### src/rtl/pdm_rx_pkg.sv
package pdm_rx_pkg;

  // Level of the bit clock during the half-period that a channel owns.
  // The low half follows a falling edge (right), the high half follows a
  // rising edge (left).
  typedef enum logic {
    PH_RIGHT = 1'b0,
    PH_LEFT  = 1'b1
  } half_e;

  localparam int NUM_CH = 2;

endpackage

### src/rtl/pdm_bitclk_gen.sv
module pdm_bitclk_gen #(
  parameter int DIV_W = 8
) (
  input  logic             clk,
  input  logic             rst_n,
  input  logic             run,
  input  logic [DIV_W-1:0] half_div,
  output logic             bit_clk,
  output logic             restart,
  output logic             half_end
);

  logic [DIV_W-1:0] cnt_q;
  logic [DIV_W-1:0] div_q;
  logic [DIV_W-1:0] last_idx;
  logic             en_q;

  // Zero behaves as a one-cycle half-period.
  always_comb begin
    if (div_q == '0) last_idx = '0;
    else             last_idx = div_q - DIV_W'(1);
  end

  // New ratio or fresh enable: start over from the low half.
  assign restart  = run && (!en_q || (half_div != div_q));
  // Last system cycle of the current half-period.
  assign half_end = run && !restart && (cnt_q == last_idx);

  always_ff @(posedge clk or negedge rst_n) begin
    if (!rst_n) begin
      cnt_q   <= '0;
      div_q   <= '0;
      en_q    <= 1'b0;
      bit_clk <= 1'b0;
    end else begin
      en_q  <= run;
      div_q <= half_div;
      if (!run || restart) begin
        cnt_q   <= '0;
        bit_clk <= 1'b0;
      end else if (half_end) begin
        cnt_q   <= '0;
        bit_clk <= ~bit_clk;
      end else begin
        cnt_q <= cnt_q + DIV_W'(1);
      end
    end
  end

endmodule

### src/rtl/pdm_wake_timer.sv
module pdm_wake_timer #(
  parameter int WAKE_CYCLES = 32768
) (
  input  logic clk,
  input  logic rst_n,
  input  logic run,
  input  logic restart,
  input  logic rise_tick,
  output logic ready
);

  localparam int CNT_W = $clog2(WAKE_CYCLES + 1);
  localparam logic [CNT_W-1:0] DONE = CNT_W'(WAKE_CYCLES);

  logic [CNT_W-1:0] count_q;

  assign ready = (count_q == DONE);

  always_ff @(posedge clk or negedge rst_n) begin
    if (!rst_n) begin
      count_q <= '0;
    end else if (!run || restart) begin
      count_q <= '0;
    end else if (rise_tick && !ready) begin
      count_q <= count_q + CNT_W'(1);
    end
  end

endmodule

### src/rtl/pdm_chan_capture.sv
module pdm_chan_capture
  import pdm_rx_pkg::*;
#(
  parameter half_e SIDE = PH_RIGHT
) (
  input  logic clk,
  input  logic rst_n,
  input  logic half_end,
  input  logic bit_clk,
  input  logic ready,
  input  logic ch_en,
  input  logic pdm_data,
  output logic bit_q,
  output logic valid_q
);

  logic take;

  // Sample in the final cycle of the half this channel owns, i.e. as late
  // as possible after the microphone's driver turned on.
  assign take = half_end && (bit_clk == logic'(SIDE)) && ready && ch_en;

  always_ff @(posedge clk or negedge rst_n) begin
    if (!rst_n) begin
      bit_q   <= 1'b0;
      valid_q <= 1'b0;
    end else begin
      valid_q <= take;
      if (take) bit_q <= pdm_data;
    end
  end

endmodule

### src/rtl/pdm_stereo_rx.sv
module pdm_stereo_rx
  import pdm_rx_pkg::*;
#(
  parameter int DIV_W       = 8,
  parameter int WAKE_CYCLES = 32768
) (
  input  logic             clk,
  input  logic             rst_n,
  input  logic             clk_en,
  input  logic [DIV_W-1:0] half_div,
  input  logic             left_en,
  input  logic             right_en,
  input  logic             pdm_data,
  output logic             pdm_clk,
  output logic             ready,
  output logic             left_bit,
  output logic             left_valid,
  output logic             right_bit,
  output logic             right_valid
);

  logic              restart;
  logic              half_end;
  logic              rise_tick;
  logic [NUM_CH-1:0] ch_en;
  logic [NUM_CH-1:0] ch_bit;
  logic [NUM_CH-1:0] ch_valid;

  pdm_bitclk_gen #(.DIV_W(DIV_W)) u_clkgen (
    .clk      (clk),
    .rst_n    (rst_n),
    .run      (clk_en),
    .half_div (half_div),
    .bit_clk  (pdm_clk),
    .restart  (restart),
    .half_end (half_end)
  );

  // End of a low half is the cycle before a rising edge.
  assign rise_tick = half_end && !pdm_clk;

  pdm_wake_timer #(.WAKE_CYCLES(WAKE_CYCLES)) u_wake (
    .clk       (clk),
    .rst_n     (rst_n),
    .run       (clk_en),
    .restart   (restart),
    .rise_tick (rise_tick),
    .ready     (ready)
  );

  assign ch_en[PH_RIGHT] = right_en;
  assign ch_en[PH_LEFT]  = left_en;

  for (genvar g = 0; g < NUM_CH; g++) begin : g_ch
    pdm_chan_capture #(.SIDE(half_e'(g))) u_cap (
      .clk      (clk),
      .rst_n    (rst_n),
      .half_end (half_end),
      .bit_clk  (pdm_clk),
      .ready    (ready),
      .ch_en    (ch_en[g]),
      .pdm_data (pdm_data),
      .bit_q    (ch_bit[g]),
      .valid_q  (ch_valid[g])
    );
  end

  assign right_bit   = ch_bit[PH_RIGHT];
  assign right_valid = ch_valid[PH_RIGHT];
  assign left_bit    = ch_bit[PH_LEFT];
  assign left_valid  = ch_valid[PH_LEFT];

endmodule

### config.mk
export PLATFORM = sky130hd
export DESIGN_NAME = pdm_stereo_rx
export DESIGN_NICKNAME = d
export VERILOG_FILES = /design/src/rtl/pdm_rx_pkg.sv /design/src/rtl/pdm_bitclk_gen.sv /design/src/rtl/pdm_wake_timer.sv /design/src/rtl/pdm_chan_capture.sv /design/src/rtl/pdm_stereo_rx.sv
export SDC_FILE = /design/constraint.sdc
export NUM_CORES = 1
export LEC_CHECK = 0
export ABC_AREA = 1
export BUFFER_PORTS_ARGS = -buffer_cell sky130_fd_sc_hd__buf_2
export CORE_ASPECT_RATIO = 0.7
export CORE_MARGIN = 1.5
export CORE_UTILIZATION = 54
export DETAILED_ROUTE_END_ITERATION = 7
export PLACE_DENSITY_LB_ADDON = 0.15
export SETUP_SLACK_MARGIN = 0.3
export SKIP_CTS_REPAIR_TIMING = 1
export SLEW_MARGIN = 10
export SYNTH_ARGS = -nofsm -noshare
export SYNTH_HDL_FRONTEND = slang
export SYNTH_SLANG_ARGS = --single-unit
### constraint.sdc
create_clock -name clk -period 2.1 [get_ports clk]
set_input_delay 0.105 -clock clk [delete_from_list [all_inputs] [get_ports clk]]
set_output_delay 0.105 -clock clk [all_outputs]
set_load 0.02 [all_outputs]
[Word-level counts from Yosys, hierarchy flattened]
Index checks and enable logic that the tools add are counted.
Storage, ports and cells
  flip-flop bits (word level): 38
  output and inout bits: 6
  bits of input ports: 14
  logic and storage cells: 44
Operators by class
  muxes and demuxes: 7
  eq/ne operators: 3
  $add $sub $neg: 3
  reductions and logical operators: 21
  bitwise logic cells: 1
Operators by type and width (number)
  16-bit two-way mux: 2
  8-bit two-way mux: 3
  16-bit by 1-bit adder with 16-bit output (second input constant): 1
  16-bit == test (second input constant): 1
  1-bit logical AND: 11
  8-bit by 1-bit adder with 8-bit output (second input constant): 1
  8-bit == test: 1
  8-bit logical NOT: 1
  8-bit != test: 1
  8-bit by 1-bit subtractor with 8-bit output (second input constant): 1
  1-bit logical NOT: 5
  2-bit nonzero test: 2
  1-bit logical OR: 2
  1-bit two-way mux: 2
  1-bit NOT: 1

[Depth between registers and ports, before layout]
Gate-level depths: netlist of run 1.
  word-level depth: 10
  depth in mapped cells: 17
  mapped depth without buffers: 17

[Modules after synthesis]
A second synthesis of run 1 with hierarchy kept.
Second synthesis, totals
  cells, all modules: 351
  area total of the unflattened synthesis: 2561.2 sq um
By module, submodules not included
  pdm_bitclk_gen: area each 1276.2 sq um, seq. area each 450.4 sq um, instances 1, cells each 172
  pdm_wake_timer: area each 1111.1 sq um, seq. area each 400.4 sq um, instances 1, cells each 158
  pdm_chan_capture at g_ch[0].u_cap: area each 87.6 sq um, seq. area each 50.0 sq um, instances 1, cells each 11
  pdm_chan_capture at g_ch[1].u_cap: area each 76.3 sq um, seq. area each 50.0 sq um, instances 1, cells each 8
  pdm_stereo_rx: area each 10.0 sq um, seq. area each 0.0 sq um, instances 1, cells each 2

[Worst setup path before layout of run 1]
No wires, ideal clock.
  path kind: reg2reg
  start: register u_clkgen.div_q[0]
  end: register u_wake.count_q[13]
  arrival: 2115 ps
  path buffers: 2
  slack: -134 ps
  required time: 1981 ps
  clock period less this slack: 2234 ps
  setup time: 119 ps
  stages on the path, launching flop included: 18
  cell sequence: dfrtp_1 > inv_2 > ha_1 > nand2_1 > nor2_2 > nand2_2 > buf_6 > nand3_1 > nand2_1 > nor2_1 > nand2_1 > nor2_2 > nand4_2 > nor2_4 > buf_6 > nand4_1 > nand2_1 > nor2_1
Between the ends
  word-level cells in the longest chain between the ends: 9
  elaborated cells on any way between the ends: 15
  those cells by class: 1 x add/sub; 2 x eq/ne; 2 x mux; 10 x reduce/logical
RTL lines
  start: declaration: line pdm_bitclk_gen.sv:14  | logic [DIV_W-1:0] div_q;
  start signal: assignment: line pdm_bitclk_gen.sv:37  | div_q <= half_div;
  parallel branches: the longest is 9 deep, another holds 8-bit by 1-bit subtractor with 8-bit output
  end signal: assignment: line pdm_wake_timer.sv:25  | count_q <= count_q + CNT_W'(1);
  end: declaration: line pdm_wake_timer.sv:15  | logic [CNT_W-1:0] count_q;
Parallel ways; which one is timed is not known.
A chain may end at the register's enable or synchronous reset.

[Worst setup path in the final report of run 1]
  start: register u_clkgen.div_q[1]
  end: register u_wake.count_q[4]
Same word-level chain as after synthesis.

==> reports/results.txt, run 1 <==
Seq. cell area - 952 sq um
Sw Share - 24.4%
Hold Slack - 87.9 ps
root buffer cell - clkbuf_8
final setup margin - -71.4 ps
Clk Latency, worst-skew pair - 290 ps
Hold Crit Class - input pin to flip-flop
Buffers on Ports - 19
DRT antenna net count - 0
Layout Nets - 424
adder-cell area share of the yosys netlist - 2.14%
antenna violations before repair - 0
core area - 4040 sq um
period utilisation layout - 103%
Cells after Synth - 339
layout cells sized above 1 - 25.4%
I/O pin cnt - 20
RSZ-0062 raised after global routing - true
Ys Warns - 0
die area - 4750 sq um
endpoints failing setup - 14
RePlAce Congestion - 0.886
Die Width - 81.7 um
crit path time final - 2170 ps
first-pass GRT wire length - 9250 um
Pwr Density - 467 nW/um^2
Int Pwr - 1.08 mW
WS Path Type - flip-flop to flip-flop
critical-path maximum fanout - 9
Post-Synth XOR/XNOR Area - 3.74%
slowest stage delay, CP - 400 ps
Seq pwr share - 52.5%
clk slew on worst S/H paths - 70 ps
Slew headroom - 43.2%
First DRT Iteration DRCs - 143
Yosys reg bits - 38
crit path cell chain - inv_2 -> ha_4 -> nand2_2 -> nor2_4 -> nand2_4 -> nand3_2 -> nand2_1 -> nor2_1 -> nand2_1 -> nor2_2 -> nand4_2 -> nor2_4 -> buf_6 -> nand2_2 -> o21ai_1 -> nor2_1
Inserted Diodes - 0
routed len/inst - 12.3 um
Starting Density - 57.9%
Multi-input gate area - 1300 sq um
GRT Overall Usage - 26.0%
P_leak - 1.54 nW
CTS sink cnt - 38
Longest Clk Path Bufs - 2
Cell variety after synth - 26
Comb pwr share - 12.6%
vias - 2372
Fin. Hold Viols - 0
Rows - 19
hpwl dp - 4140 um
clock power share - 34.9%
TritonRoute pass-1 iters - 4
CP max stage cell - dfrtp_1
fillcell total - 324
Remaining Overflow, GRT - 0
highest clock rate - 461 MHz
Post-Synth Simple-Gate Area - 40.0%
Max Cap Viol - 0
vias per cell - 5.19
Area Overhead vs Synth - 30.6%
vias in the first global route - 2120
mux contribution to synthesized area - 0%
NetSw - 0.349 mW
post-place setup slack - -260 ps
syn_nets - 357
DRC - 0
synthesized area per cell - 6.91 sq um
largest family of logic cells by synthesized area - simple AND/OR/NAND/NOR gates
crit path DAT - 2350 ps
largest net degree at the start of global routing - 39
clk_skew - 4.59 ps
failing checks - setup timing
Seq/Total Area, Yosys - 40.6%
final wirelength - 5610 um
CP endpoint kind - flip-flop
Final Max Tran Viols - 0
CTS tree - done
Least-Margin Pin Slew - 852 ps
Req. time, crit path - 2280 ps
Max VDD drop - 0.460 mV
CP Launch Type - flip-flop
die height - 58.1 um
TritonCTS Buffers - 5
Synth Area in Compound Gates - 3.74%
status - finished with violations
Synth Cell Area - 2340 sq um
H-tree level count - 2
## cells by family after synthesis
family          count (synthesis)
fa+ha+maj                       4
flops                          38
buf+inv                        57
simple gates                  213
xor+xnor                       10
compound gates                 17
## power by group through the flow
stage / logic [mW] / clock network [mW] / registers [mW]
global placement: 0.154 / 0 / 0.762
floorplan: 0.0796 / 0 / 0.762
detailed placement: 0.158 / 0 / 0.762
CTS: 0.159 / 0.504 / 0.748
finish: 0.180 / 0.498 / 0.750
global route: 0.204 / 0.540 / 0.750
## sequential cells by signal, indices dropped and copies added (netlist names)
register and flops:
u_clkgen.div_q 8, u_clkgen.cnt_q 8, u_clkgen.bit_clk 1, u_clkgen.en_q 1, u_wake.count_q 16, g_ch.u_cap.valid_q 2
g_ch.u_cap.bit_q 2
## final timing paths
| check | start | to | slack (ps) | cells past startpoint |
|---|---|---|---|---|
| min | pdm_data | g_ch[1].u_cap.bit_q | 90 | 3 |
| max reg2reg | u_clkgen.div_q[1] | u_wake.count_q[4] | -70 | 16 |
| min in group asynchronous | rst_n | u_clkgen.cnt_q[2] | 460 | 2 |
| max | u_clkgen.div_q[1] | u_wake.count_q[4] | -70 | 16 |
| max in group asynchronous | rst_n | u_clkgen.div_q[2] | 1040 | 2 |
| min reg2reg | g_ch[0].u_cap.bit_q | g_ch[0].u_cap.bit_q | 490 | 2 |
## synthesized netlist by cell type
master / count / share of area (%)
nand2_1: 102 / 16
inv_1: 51 / 8.2
nor2_1: 45 / 7.2
dfrtp_1: 38 / 41
nand3_1: 27 / 5.8
nand4_1: 13 / 3.5
nor3_1: 10 / 2.1
o21ai_0: 10 / 2.1
xor2_1: 7 / 2.6
a21oi_1: 4 / 0.86
ha_1: 4 / 2.1
inv_2: 3 / 0.48
nand3b_1: 3 / 0.96
nor4_1: 3 / 0.80
xnor2_1: 3 / 1.1
a31oi_1: 2 / 0.53
and3_1: 2 / 0.53
buf_6: 2 / 0.96
nor2_2: 2 / 0.53
nor3b_1: 2 / 0.64
clkbuf_1: 1 / 0.16
nand2_2: 1 / 0.27
nand4_2: 1 / 0.53
nor2_4: 1 / 0.48
o21ai_1: 1 / 0.21
or2_2: 1 / 0.27
## worst max-delay path: cells and delay by family (launching register included)
| family | cells | cell delay, ps |
|---|---|---|
| AO/OA/AOI/OAI | 1 | 130 |
| adder cells (fa/ha/maj) | 1 | 140 |
| buffers and inverters | 2 | 240 |
| flip-flops | 1 | 400 |
| AND/OR/NAND/NOR | 12 | 1150 |
## metal layers
metal | GRT usage [%] | vias to the layer above | wire length [um]
met5 | 0 | - | 0
met4 | 6.78 | 0 | 54
met3 | 6.77 | 7 | 316
met2 | 39.0 | 66 | 2400
met1 | 37.5 | 1087 | 2840
li1 | - | 1212 | -
## through the flow
stage	setup TNS, ps	utilization, %	std cells	area [sq um]	power [mW]
final	-595	75.6	457	3060	1.43
after global routing	-3590	75.6	457	3060	1.49
after CTS	-3540	69.3	442	2800	1.41
after detailed placement	-3260	67.2	436	2720	0.920
after global placement	-1810	67.2	436	2720	0.916
after floorplan	-313	-	339	2370	0.842
## cells in the final DEF (no fill, tap or decap), drive strengths merged, types with 7 or more instances in the layout
cell type    instances
nand2              104
inv                 54
buf                 52
nor2                48
dfrtp               38
nand3               27
nand4               14
o21ai               11
nor3                10
dlygate4sd3         10
xor2                 7
## area by class of cell
class                      instances  area share [%]
clock buffer                       6            2.70
inverter                          54            6.63
multi-input combinational        245            42.5
sequential                        38            31.2
tap                               52            2.13
timing repair buffer              62            14.9
(Power assumes the default switching activity.)
==> run 2: changes to the inputs <==
Settings changed: ABC_AREA 1 to not set, BUFFER_PORTS_ARGS -buffer_cell sky130_fd_sc_hd__buf_2 to not set, CORE_UTILIZATION 54 to 55, DONT_BUFFER_PORTS set to 1.
==> reports/results.txt, run 2 <==
Int Pwr - 1.09 mW (+1.0%)
routed len/inst - 19.6 um (+60%)
vias per cell - 6.26 (+21%)
First DRT Iteration DRCs - 176 (+23%)
final setup margin - -912 ps (-840 ps)
Seq pwr share - 52.2% (-0.3 points)
Pwr Density - 475 nW/um^2 (+1.8%)
final wirelength - 6680 um (+19%)
CP Launch Type - flip-flop
crit path DAT - 3220 ps (+870 ps)
die area - 4440 sq um (-6.5%)
Final Max Tran Viols - 0 (unchanged)
Hold Crit Class - input pin to flip-flop
P_leak - 1.19 nW (-23%)
CTS tree - done
GRT Overall Usage - 28.4% (+2.4 points)
first-pass GRT wire length - 9650 um (+4.3%)
layout cells sized above 1 - 30.4% (+5.0 points)
post-synth top area cell - dfrtp_1
DRT antenna net count - 0 (unchanged)
Yosys top cell area share - 42.8% (+2.2 points)
crit path time final - 3010 ps (+840 ps)
status - finished with violations
vias - 2136 (-9.9%)
WS Path Type - flip-flop to flip-flop
root buffer cell - clkbuf_8
endpoints failing setup - 29 (+15)
CP endpoint kind - flip-flop
Util after Layout - 77.2% (+1.6 points)
Buffers on Ports - 0 (-19)
biggest regs - u_wake.count_q: 16 flops, u_clkgen.cnt_q: 8 flops, u_clkgen.div_q: 8 flops
RSZ-0062 raised after global routing - true
Area Overhead vs Synth - 35.5%
Fin. Hold Viols - 0 (unchanged)
dominant synthesized flop cell - dfrtp_1
R2R setup slack - -910 ps (-840 ps)
Most flops, register - u_wake.count_q
failing checks - setup timing
clk slew on worst S/H paths - 80 ps (about the same)
antenna violations before repair - 0 (unchanged)
highest clock rate - 332 MHz (-28%)
total negative setup slack - -18720 ps (-18120 ps)
slowest stage delay, CP - 550 ps (+150 ps)
Sw Share - 23.8% (-0.59 points)
Largest register FFs - 16 (unchanged)
Cell variety after synth - 49 (+88%)
syn_nets - 244 (-32%)
Comb pwr share - 11.2% (-1.4 points)
Die Width - 79.0 um (-3.3%)
TritonRoute pass-1 iters - 4 (unchanged)
TritonCTS Buffers - 5 (unchanged)
vias in the first global route - 1946 (-8.2%)
H-tree level count - 2 (unchanged)
hpwl dp - 4240 um (+2.4%)
crit path cell chain - inv_2 -> ha_4 -> or3b_1 -> and4b_1 -> or3_4 -> a32oi_4 -> nand4_4 -> buf_8 -> or4_1 -> a21oi_1
Max Cap Viol - 0 (unchanged)
Remaining Overflow, GRT - 0 (unchanged)
ranking of synthesized cells by area - dfrtp_1 43%, xnor2_1 5.5%, o31ai_1 4.1%
top cell types by occurrence after synthesis - 38 x dfrtp_1, 20 x nor2_1, 16 x a21oi_1, 15 x nand3_1, 14 x xnor2_1
Req. time, crit path - 2310 ps (+30 ps)
Longest Clk Path Bufs - 2 (unchanged)
Least-Margin Pin Slew - 497 ps (-355 ps)
asr flop ratio synth - 100% (unchanged)
Ys Warns - 0 (unchanged)
leading cell type in the layout, fill and taps excluded - buf_4
NetSw - 0.341 mW (-2.2%)
CP max stage cell - or4_1
Power Total - 1.43 mW (+0.26%)
Starting Density - 57.0% (-0.93 points)
Inserted Diodes - 0 (unchanged)
most frequent cells in the layout - 51 x buf_4, 38 x dfrtp_1, 19 x nor2_1, 15 x nand3_1, 14 x xnor2_1
critical-path maximum fanout - 7 (-2)
Slew headroom - 66.4% (+23 points)
RePlAce Congestion - 0.903 (+1.9%)
Layout Nets - 306 (-28%)
Yosys reg bits - 38 (unchanged)
Max VDD drop - 0.397 mV (-14%)
die height - 56.2 um (-3.3%)
CTS sink cnt - 38 (unchanged)
cell with the most instances after synthesis - dfrtp_1
Seq/Total Area, Yosys - 42.8% (+2.2 points)
post-place setup slack - -801 ps (-542 ps)
Cells after Synth - 226 (-33%)
synthesized area per cell - 9.83 sq um (+42%)
core area - 3900 sq um (-3.5%)
period utilisation layout - 143% (+40 points)
largest net degree at the start of global routing - 39 (unchanged)
clk_skew - 11.1 ps (+6.50 ps)
Rows - 19 (unchanged)
clock power share - 36.6% (+1.7 points)
DRC - 0 (unchanged)
number of enable flip-flop cells after synthesis - 0 (unchanged)
Synth Cell Area - 2220 sq um (-5.1%)
I/O pin cnt - 20 (unchanged)
Clk Latency, worst-skew pair - 290 ps (about the same)
## run 2: cell count changes after synthesis, sizes merged, moves of 9 or more
cell	change
inv	-44
o31ai	+12
a21oi	+12
nor3	-9
nand4	-9
xnor2	+11
o21ai	-9
nor2	-28
or4	+12
nand3	-12
nand2	-97
## run 2: per-stage QoR
step / hold slack (ps) / instances / cell area (sq um)
global placement: -190 / 313 / 2600
floorplan: -191 / 226 / 2250
finish: 122 / 341 / 3010
global route: 130 / 341 / 3010
detailed placement: -190 / 313 / 2600
CTS: -501 / 321 / 2690
## run 2: layout make-up
type	instances	area, sq um
inverters	10	37.5
multi-input cells	165	1280
fillers	260	888
repair buffers	68	586
flip-flops and latches	38	951
clock inverters	1	5.00
clock buffers	7	86.3
well taps	52	65.1
## run 2: power by group through the flow
stage | logic [mW] | registers (mW) | clock network [mW]
after detailed placement | 0.113 | 0.760 | 0
final | 0.161 | 0.747 | 0.524
after CTS | 0.114 | 0.746 | 0.524
after global routing | 0.173 | 0.747 | 0.550
after floorplan | 0.0657 | 0.763 | 0
after global placement | 0.107 | 0.760 | 0
## run 2: worst max-delay path, delay by kind of cell, from the launching register on
family,cells,cell delay (ps)
buffers and inverters,2,260
adder cells (fa/ha/maj),1,130
flip-flops,1,400
AND/OR/NAND/NOR,5,1700
AO/OA/AOI/OAI,2,450
## run 2: final timing paths
kind,from,end,cells past startpoint
min in group asynchronous,rst_n,u_wake.count_q[10],2
min,left_en,g_ch[1].u_cap.valid_q,3
max,u_clkgen.div_q[1],u_wake.count_q[6],10
min reg2reg,u_wake.count_q[15],u_wake.count_q[15],2
max in group asynchronous,rst_n,g_ch[0].u_cap.valid_q,2
max reg2reg,u_clkgen.div_q[1],u_wake.count_q[6],10
## run 2: routing by layer
metal  global-route usage [%]  share of wire (%)  up-vias
li1                         -                  -      961
met1                     40.6                 44     1041
met2                     42.6                 46      113
met3                     6.56                7.4       21
met4                     9.52                3.1        0
met5                        0                  0        -
## run 2: cells by family after synthesis
family | Yosys count | synth area share, %
buf+inv | 23 | 4.79
simple gates | 94 | 26.7
xor+xnor | 22 | 8.67
compound gates | 42 | 13.3
fa+ha+maj | 4 | 2.25
mux | 3 | 1.46
flops | 38 | 42.8
